**config.mk**
```make
export PLATFORM = sky130hd
export DESIGN_NAME = shadow_mem_decoder
export DESIGN_NICKNAME = d
export VERILOG_FILES = /design/src/rtl/smd_pkg.sv /design/src/rtl/smd_region_decode.sv /design/src/rtl/smd_ctrl_reg.sv /design/src/rtl/smd_select_gen.sv /design/src/rtl/shadow_mem_decoder.sv
export SDC_FILE = /design/constraint.sdc
export NUM_CORES = 1
export LEC_CHECK = 0
export BUFFER_PORTS_ARGS = -buffer_cell sky130_fd_sc_hd__clkbuf_2
export CORE_AREA = 2 2 39 41
export DETAILED_ROUTE_END_ITERATION = 8
export DIE_AREA = 0 0 41 43
export PLACE_DENSITY_LB_ADDON = 0.25
export SKIP_LAST_GASP = 1
export SYNTH_ARGS = -nofsm -noshare
export SYNTH_HDL_FRONTEND = slang
export SYNTH_SLANG_ARGS = --single-unit
```
**constraint.sdc**
```tcl
create_clock -name clk -period 1.6 [get_ports clk]
set_input_delay 0.16 -clock clk [delete_from_list [all_inputs] [get_ports clk]]
set_output_delay 0.16 -clock clk [all_outputs]
set_load 0.005 [all_outputs]
```
**src/rtl/smd_pkg.sv**
```systemverilog
package smd_pkg;

  typedef enum logic [1:0] {
    RG_RAM  = 2'd0,
    RG_FW   = 2'd1,
    RG_IO   = 2'd2,
    RG_NONE = 2'd3
  } region_t;

  typedef struct packed {
    logic wprot;
    logic ram_mode;
  } ctrl_t;

  // Region classification from address bits only.
  // RAM needs bits 15..14, the I/O page needs 15..8 and 7..6.
  function automatic region_t classify(input logic [15:0] a);
    region_t r;
    if (a[15:14] != 2'b11)        r = RG_RAM;
    else if (a[15:8] != 8'hFE)    r = RG_FW;
    else if (a[7:6] == 2'b00)     r = RG_IO;
    else                          r = RG_NONE;
    return r;
  endfunction

  function automatic logic [1:0] io_slot(input logic [15:0] a);
    return a[5:4];
  endfunction

endpackage

```
**src/rtl/smd_region_decode.sv**
```systemverilog
module smd_region_decode
  import smd_pkg::*;
#(
  parameter int ADDR_W = 16,
  parameter int IO_NUM = 4,
  localparam int IDX_W = $clog2(IO_NUM)
) (
  input  logic [ADDR_W-1:0] addr,
  output region_t           region,
  output logic [IDX_W-1:0]  io_idx
);
  always_comb begin
    region = classify(addr);
    io_idx = io_slot(addr);
  end
endmodule

```
**src/rtl/smd_ctrl_reg.sv**
```systemverilog
module smd_ctrl_reg
  import smd_pkg::*;
#(
  parameter int          ADDR_W    = 16,
  parameter logic [15:0] CTRL_ADDR = 16'hFE3F
) (
  input  logic              clk,
  input  logic              rst_n,
  input  logic              phi2,
  input  logic              cpu_read,
  input  logic [ADDR_W-1:0] addr,
  input  logic [1:0]        ctrl_data,
  output ctrl_t             ctrl_q
);
  logic load;
  assign load = phi2 && !cpu_read && (addr == CTRL_ADDR);

  always_ff @(posedge clk or negedge rst_n) begin
    if (!rst_n) begin
      ctrl_q <= '0;
    end else if (load) begin
      ctrl_q.ram_mode <= ctrl_data[0];
      ctrl_q.wprot    <= ctrl_data[1];
    end
  end
endmodule

```
**src/rtl/smd_select_gen.sv**
```systemverilog
module smd_select_gen
  import smd_pkg::*;
#(
  parameter int               IO_NUM    = 4,
  parameter logic [IO_NUM-1:0] SLOW_MASK = 4'b1100,
  localparam int IDX_W = $clog2(IO_NUM)
) (
  input  region_t           region,
  input  logic [IDX_W-1:0]  io_idx,
  input  ctrl_t             ctrl,
  input  logic              phi2,
  input  logic              cpu_read,
  output logic              ram_sel_n,
  output logic              rom_sel_n,
  output logic [IO_NUM-1:0] io_sel_n,
  output logic              wr_strobe_n,
  output logic              rd_strobe_n,
  output logic              wait_req,
  output logic              fw_blocked
);
  logic in_fw, rom_hit, fw_to_ram;
  logic [IO_NUM-1:0] io_hit;

  always_comb begin
    in_fw      = (region == RG_FW);
    rom_hit    = in_fw && cpu_read && !ctrl.ram_mode;
    fw_blocked = in_fw && !cpu_read && ctrl.ram_mode && ctrl.wprot;
    fw_to_ram  = in_fw && !rom_hit && !fw_blocked;
  end

  for (genvar k = 0; k < IO_NUM; k++) begin : g_io
    assign io_hit[k] = (region == RG_IO) && (io_idx == IDX_W'(k));
  end

  always_comb begin
    ram_sel_n   = !((region == RG_RAM) || fw_to_ram);
    rom_sel_n   = !rom_hit;
    io_sel_n    = ~io_hit;
    rd_strobe_n = !(phi2 && cpu_read);
    wr_strobe_n = !(phi2 && !cpu_read && !fw_blocked);
    wait_req    = rom_hit || |(io_hit & SLOW_MASK);
  end
endmodule

```
**src/rtl/shadow_mem_decoder.sv**
```systemverilog
module shadow_mem_decoder
  import smd_pkg::*;
#(
  parameter int               ADDR_W    = 16,
  parameter int               IO_NUM    = 4,
  parameter logic [IO_NUM-1:0] SLOW_MASK = 4'b1100,
  parameter logic [15:0]      CTRL_ADDR = 16'hFE3F,
  localparam int IDX_W = $clog2(IO_NUM)
) (
  input  logic              clk,
  input  logic              rst_n,
  input  logic              phi2,
  input  logic              cpu_read,
  input  logic [ADDR_W-1:0] addr,
  input  logic [1:0]        ctrl_data,
  output logic              ram_sel_n,
  output logic              rom_sel_n,
  output logic [IO_NUM-1:0] io_sel_n,
  output logic              wr_strobe_n,
  output logic              rd_strobe_n,
  output logic              wait_req
);
  region_t          region;
  logic [IDX_W-1:0] io_idx;
  ctrl_t            ctrl_q;

  // named internal events for the checker
  logic ram_mode_w, wprot_w, fw_blocked_w;
  assign ram_mode_w = ctrl_q.ram_mode;
  assign wprot_w    = ctrl_q.wprot;

  smd_region_decode #(.ADDR_W(ADDR_W), .IO_NUM(IO_NUM)) u_dec (
    .addr(addr), .region(region), .io_idx(io_idx)
  );

  smd_ctrl_reg #(.ADDR_W(ADDR_W), .CTRL_ADDR(CTRL_ADDR)) u_ctrl (
    .clk(clk), .rst_n(rst_n), .phi2(phi2), .cpu_read(cpu_read),
    .addr(addr), .ctrl_data(ctrl_data), .ctrl_q(ctrl_q)
  );

  smd_select_gen #(.IO_NUM(IO_NUM), .SLOW_MASK(SLOW_MASK)) u_sel (
    .region(region), .io_idx(io_idx), .ctrl(ctrl_q),
    .phi2(phi2), .cpu_read(cpu_read),
    .ram_sel_n(ram_sel_n), .rom_sel_n(rom_sel_n), .io_sel_n(io_sel_n),
    .wr_strobe_n(wr_strobe_n), .rd_strobe_n(rd_strobe_n),
    .wait_req(wait_req), .fw_blocked(fw_blocked_w)
  );
endmodule

```
; ---- Yosys cells after proc, flatten, opt, wreduce, memory -nomap -nowiden
; Index checks and enable logic that the tools add are counted.
[totals]
in_bits = 22
register_bits = 2
wordCells = 42
[op_classes]
mux = 3
n_eq_ne = 8
n_reduce_logical = 28
bitwise = 1
[op_table]
columns = op, count
row1 = $eq A16 B16 Y1 const B, 1
row2 = $logic_and A1 B1 Y1, 15
row3 = $ne A8 B8 Y1 const B, 1
row4 = $logic_not A1 Y1, 7
row5 = $eq A2 B2 Y1 const B, 3
row6 = $logic_not A2 Y1, 3
row7 = $eq A2 B1 Y1 const B, 2
row8 = $mux W2, 2
row9 = $not A4 Y4, 1
row10 = $logic_or A1 B1 Y1, 2
row11 = $ne A2 B2 Y1 const B, 1
row12 = $reduce_or A2 Y1, 1
row13 = $mux W1, 1

; ---- Logic depth before layout (Yosys ltp)
[depth]
ltp_word = 12
ltp_mapped = 4

; ---- Hierarchy
; From an unflattened synthesis, not the netlist that was laid out.
[unflattened]
hier_cells = 32
hier_area_um2 = 284.0
[modules_own_cells]
columns = module, cells_per_inst, area_per_inst_um2, seq_area_each_um2, instances
row1 = smd_ctrl_reg, 10, 125.1, 50.0, 1
row2 = smd_select_gen, 15, 105.1, 0.0, 1
row3 = smd_region_decode, 7, 53.8, 0.0, 1

; ---- Worst setup path after synthesis
; No wires, ideal clock.
[synth_path]
path_type = input port to flip-flop
from = input addr[7]
to = register u_ctrl.ctrl_q[0] (netlist name)
setup_slack_ns = 0.564
t_arrival_ns = 0.911
path_stages = 4
required_ns = 1.475
setup_time_ns = 0.125
n_path_buf = 0
cell_sequence = nor2_2 -> and3_2 -> nand4_4 -> mux2_4
[synth_via]
elab_chain_len = 2
[synth_rtl]
columns = element, line_no
row1 = start: declaration, shadow_mem_decoder.sv:14  ; input logic [ADDR_W-1:0] addr,
row2 = $eq A16 B16 Y1, smd_ctrl_reg.sv:16  ; assign load = phi2 && !cpu_read && (addr == CTRL_ADDR);
row3 = $logic_and A1 B1 Y1, smd_ctrl_reg.sv:16
; Every way passes these cells.
; A chain may end at the register's enable or synchronous reset.

; ---- Final worst setup path
[layout_path]
from = register u_ctrl.ctrl_q[0] (netlist name)
to = output wait_req
[layout_via]
elab_chain_len = 3
[layout_rtl]
columns = element, line_no
row1 = $logic_not A1 Y1, smd_select_gen.sv:26  ; rom_hit = in_fw && cpu_read && !ctrl.ram_mode;
row2 = $logic_and A1 B1 Y1, smd_select_gen.sv:26
row3 = $logic_or A1 B1 Y1, smd_select_gen.sv:41  ; wait_req = rom_hit || |(io_hit & SLOW_MASK);
row4 = end: declaration, shadow_mem_decoder.sv:21  ; output logic wait_req
; Every way passes these cells.

==> results_dict.tcl <==
set metrics [dict create \
    cell_int_power_mw 0.165 \
    vias_per_cell 4.22 \
    routed_wirelength_microns 663 \
    insertion_delay_ps 220 \
    combinationalPowerShare_pct 26.2 \
    largest_registers "u_ctrl.ctrl_q: 2 flops" \
    reg2reg_from "u_ctrl.ctrl_q[0]$_DFFE_PN0P_" \
    setup_viol_count_final 0 \
    power.switching_mw 0.0513 \
    placement.io_buffers 30 \
    cp-start-kind "flop" \
    horizontal_die_dimension_microns 41 \
    finalHoldWorstSlack_ps 176 \
    cp_data_required_time_ps 1440 \
    worstSetupEndpointType "primary output" \
    synth-edff-count 0 \
    cts_made_buffers 3 \
    num-nets-final 85 \
    diodes 0 \
    route.vias.total 325 \
    worst_hold_path.endpoint "u_ctrl.ctrl_q[1]$_DFFE_PN0P_" \
    clockBufferDepth 2 \
    mappedNetlistNets 49 \
    cts_tree "done" \
    top_register_by_number_of_flip_flops "u_ctrl.ctrl_q" \
    finalHoldViolations 0 \
    relSlewSlack_pct 88.1 \
    die_y_microns 43 \
    wire_per_inst_microns 8.61 \
    drt.antenna.violating_nets 0 \
    timing.max_cap.violations 0 \
    die-area_sq_mm 0.00176 \
    placedInstanceArea_sq_um 433 \
    cts.htree.levels 1 \
    r2r_cells 1 \
    tot_gr_track_use_pct 8.63 \
    finalWeightedCongestion 0.625 \
    holdCritStartpoint "ctrl_data[1]" \
    drt_pre_antenna_iters 1 \
    period_minus_slack_ps 1320 \
    grt_start_max_net_pins 7 \
    post_cts_resized 0 \
    synth_area_leader_cell "sky130_fd_sc_hd__dfrtp_1" \
    min-delay-path-class "in -> reg" \
    ir_drop_uv 320 \
    clkTransAtPathRegs_ps 30 \
    first_global_vias 287 \
    syn_to_final_growth_pct 77.1 \
    power_leakage_nw 0.259 \
    worst_slew_pin_slew_ps 178 \
    final_layout_size_suffix_gt1_share_pct 68.9 \
    seq_area_frac_synth_pct 19.0 \
    power_per_cell_area_mw_per_mm2 466 \
    postSynthAreaPerCell_sq_um 9.73 \
    worst_r2r_endpoint "u_ctrl.ctrl_q[0]$_DFFE_PN0P_" \
    post-route-period-util_pct 82.5 \
    clock_skew_ps 0 \
    switching_share_pct 23.7 \
    rsz0062_at_grt "no" \
    pin_count 31 \
    master_cell_of_the_clock_root_buffer "sky130_fd_sc_hd__clkbuf_4" \
    worst-r2r-setup-slack_ps 850 \
    path_max_fanout 3 \
    fp.coreArea_sq_mm 0.00138 \
    detailedPlacementHpwl_microns 606 \
    ys_async_sr_fraction_pct 100 \
    design_area_sq_um 465 \
    cts_num_sinks 2 \
    count_of_cells_along_the_worst_hold_path 2 \
    drv_slew 0 \
    synth.ff_latch_count 2 \
    grt_pass1_wl_microns 993 \
    cp_data_arrival_time_ps 1160 \
    final.setup.tns_ps 0 \
    seq_power_share_pct 23.5 \
    yosysWarningCount 0 \
    initialDrtViolationCount 0 \
    top_area_cells_in_the_synthesized_netlist "sky130_fd_sc_hd__dfrtp_1 19%, sky130_fd_sc_hd__mux2_4 11%, sky130_fd_sc_hd__nand4b_4 9.0%" \
    maxClockFrequency_mhz 757 \
    global_route.overflow_total 0 \
    netlist_instances 27 \
    post_synth_instance_area_sq_um 263 \
    timing.setup.critical_path_class "reg -> out" \
    finalCoreUtilization_pct 33.6 \
    yosysTopAreaCellShare_pct 19.0 \
    grt_antenna_before_repair 0 \
    outcome "finished clean" \
    postSynth.topFlopCell "sky130_fd_sc_hd__dfrtp_1" \
    yosysUniqueCellTypes 19 \
    post-route-drc-count 0 \
    placement_rows 14 \
    start_util_pct 19.0 \
    largest_register_ff_count 2 \
    clock_power_share_pct 50.2 \
    total_power_mw 0.217 \
]
-- what timing repair did --
| action | CTS | global route |
|---|---|---|
| buffers inserted | 0 | 0 |
| hold buffers | 1 | 0 |
| endpoints found under the hold margin | 2 | 0 |
-- power groups by stage --
stage	Combinational [mW]	Sequential [mW]	Clock, mW
floorplan	0.0166	0.0515	0
global placement	0.0557	0.0515	0
detailed placement	0.0560	0.0515	0
CTS	0.0580	0.0510	0.116
global route	0.0625	0.0509	0.128
finish	0.0569	0.0510	0.109
-- cell usage in the layout (no fill, tap or decap) --
cell type and instances:
sky130_fd_sc_hd__nand4b_4 1, sky130_fd_sc_hd__nand3_1 1, sky130_fd_sc_hd__o21ai_0 2, sky130_fd_sc_hd__mux2_4 2, sky130_fd_sc_hd__nand4_4 1, sky130_fd_sc_hd__o211ai_1 1
sky130_fd_sc_hd__nand4b_1 1, sky130_fd_sc_hd__dlygate4sd3_1 1, sky130_fd_sc_hd__nand2_1 5, sky130_fd_sc_hd__and2b_1 1, sky130_fd_sc_hd__or2_1 2, sky130_fd_sc_hd__dfrtp_1 2
sky130_fd_sc_hd__and3_2 1, sky130_fd_sc_hd__clkbuf_2 30, sky130_fd_sc_hd__clkbuf_4 3, sky130_fd_sc_hd__nand2b_1 1, sky130_fd_sc_hd__nor2_4 1, sky130_fd_sc_hd__nor2_2 1
sky130_fd_sc_hd__or3_1 1, sky130_fd_sc_hd__and4_1 1, sky130_fd_sc_hd__nand4_2 1, sky130_fd_sc_hd__a31o_2 1
-- logic make-up after synthesis --
logic type	Yosys count	share of synthesized area, %
mux	2	11.4
flops	2	19.0
simple gates	19	59.5
compound gates	4	10.0
-- critical path, stage by stage, from the launching register on --
cell                       delay, ps
sky130_fd_sc_hd__dfrtp_1         370
sky130_fd_sc_hd__nand2b_1        150
sky130_fd_sc_hd__or2_1           240
sky130_fd_sc_hd__nand2_1          80
sky130_fd_sc_hd__clkbuf_2        100
-- worst max-delay path by stage --
stage / end / slack [ps] / depth (start not counted) / startpoint
after floorplan: u_ctrl.ctrl_q[0]$_DFFE_PN0P_ / 560 / 4 / addr[7]
after global placement: io_sel_n[0] / 360 / 6 / addr[8]
after detailed placement: io_sel_n[0] / 350 / 6 / addr[8]
after CTS: wait_req / 260 / 4 / u_ctrl.ctrl_q[0]$_DFFE_PN0P_
after global routing: wait_req / 190 / 4 / u_ctrl.ctrl_q[0]$_DFFE_PN0P_
final: wait_req / 280 / 4 / u_ctrl.ctrl_q[0]$_DFFE_PN0P_
-- cell type report --
class / instances / area (sq um)
Clock buffer: 3 / 22.5
Fill cell: 154 / 918
Multi-Input combinational cell: 25 / 213
Sequential cell: 2 / 50.0
Tap cell: 16 / 20.0
Timing Repair Buffer: 31 / 160
-- through the flow --
stage / worst slack [ps] / instances
floorplan: 564 / 27
global placement: 357 / 73
detailed placement: 347 / 73
CTS: 260 / 77
global route: 192 / 77
finish: 279 / 77
-- per-layer routing --
layer	GRT usage [%]	part of all wire [%]	wire length, microns	up-vias
li1	-	-	-	172
met1	7.07	34	224	138
met2	15.3	58	387	15
met3	3.14	7.7	51	0
met4	6.00	0	0	0
met5	0	0	0	-
-- Yosys cell counts (all sizes together) (2+ instances only) --
cell	number
dfrtp	2
mux2	2
nand2	5
nand4	2
nand4b	2
nor2	2
o21ai	2
or2	2
Note: power is estimated with default switching activity, not from simulation.
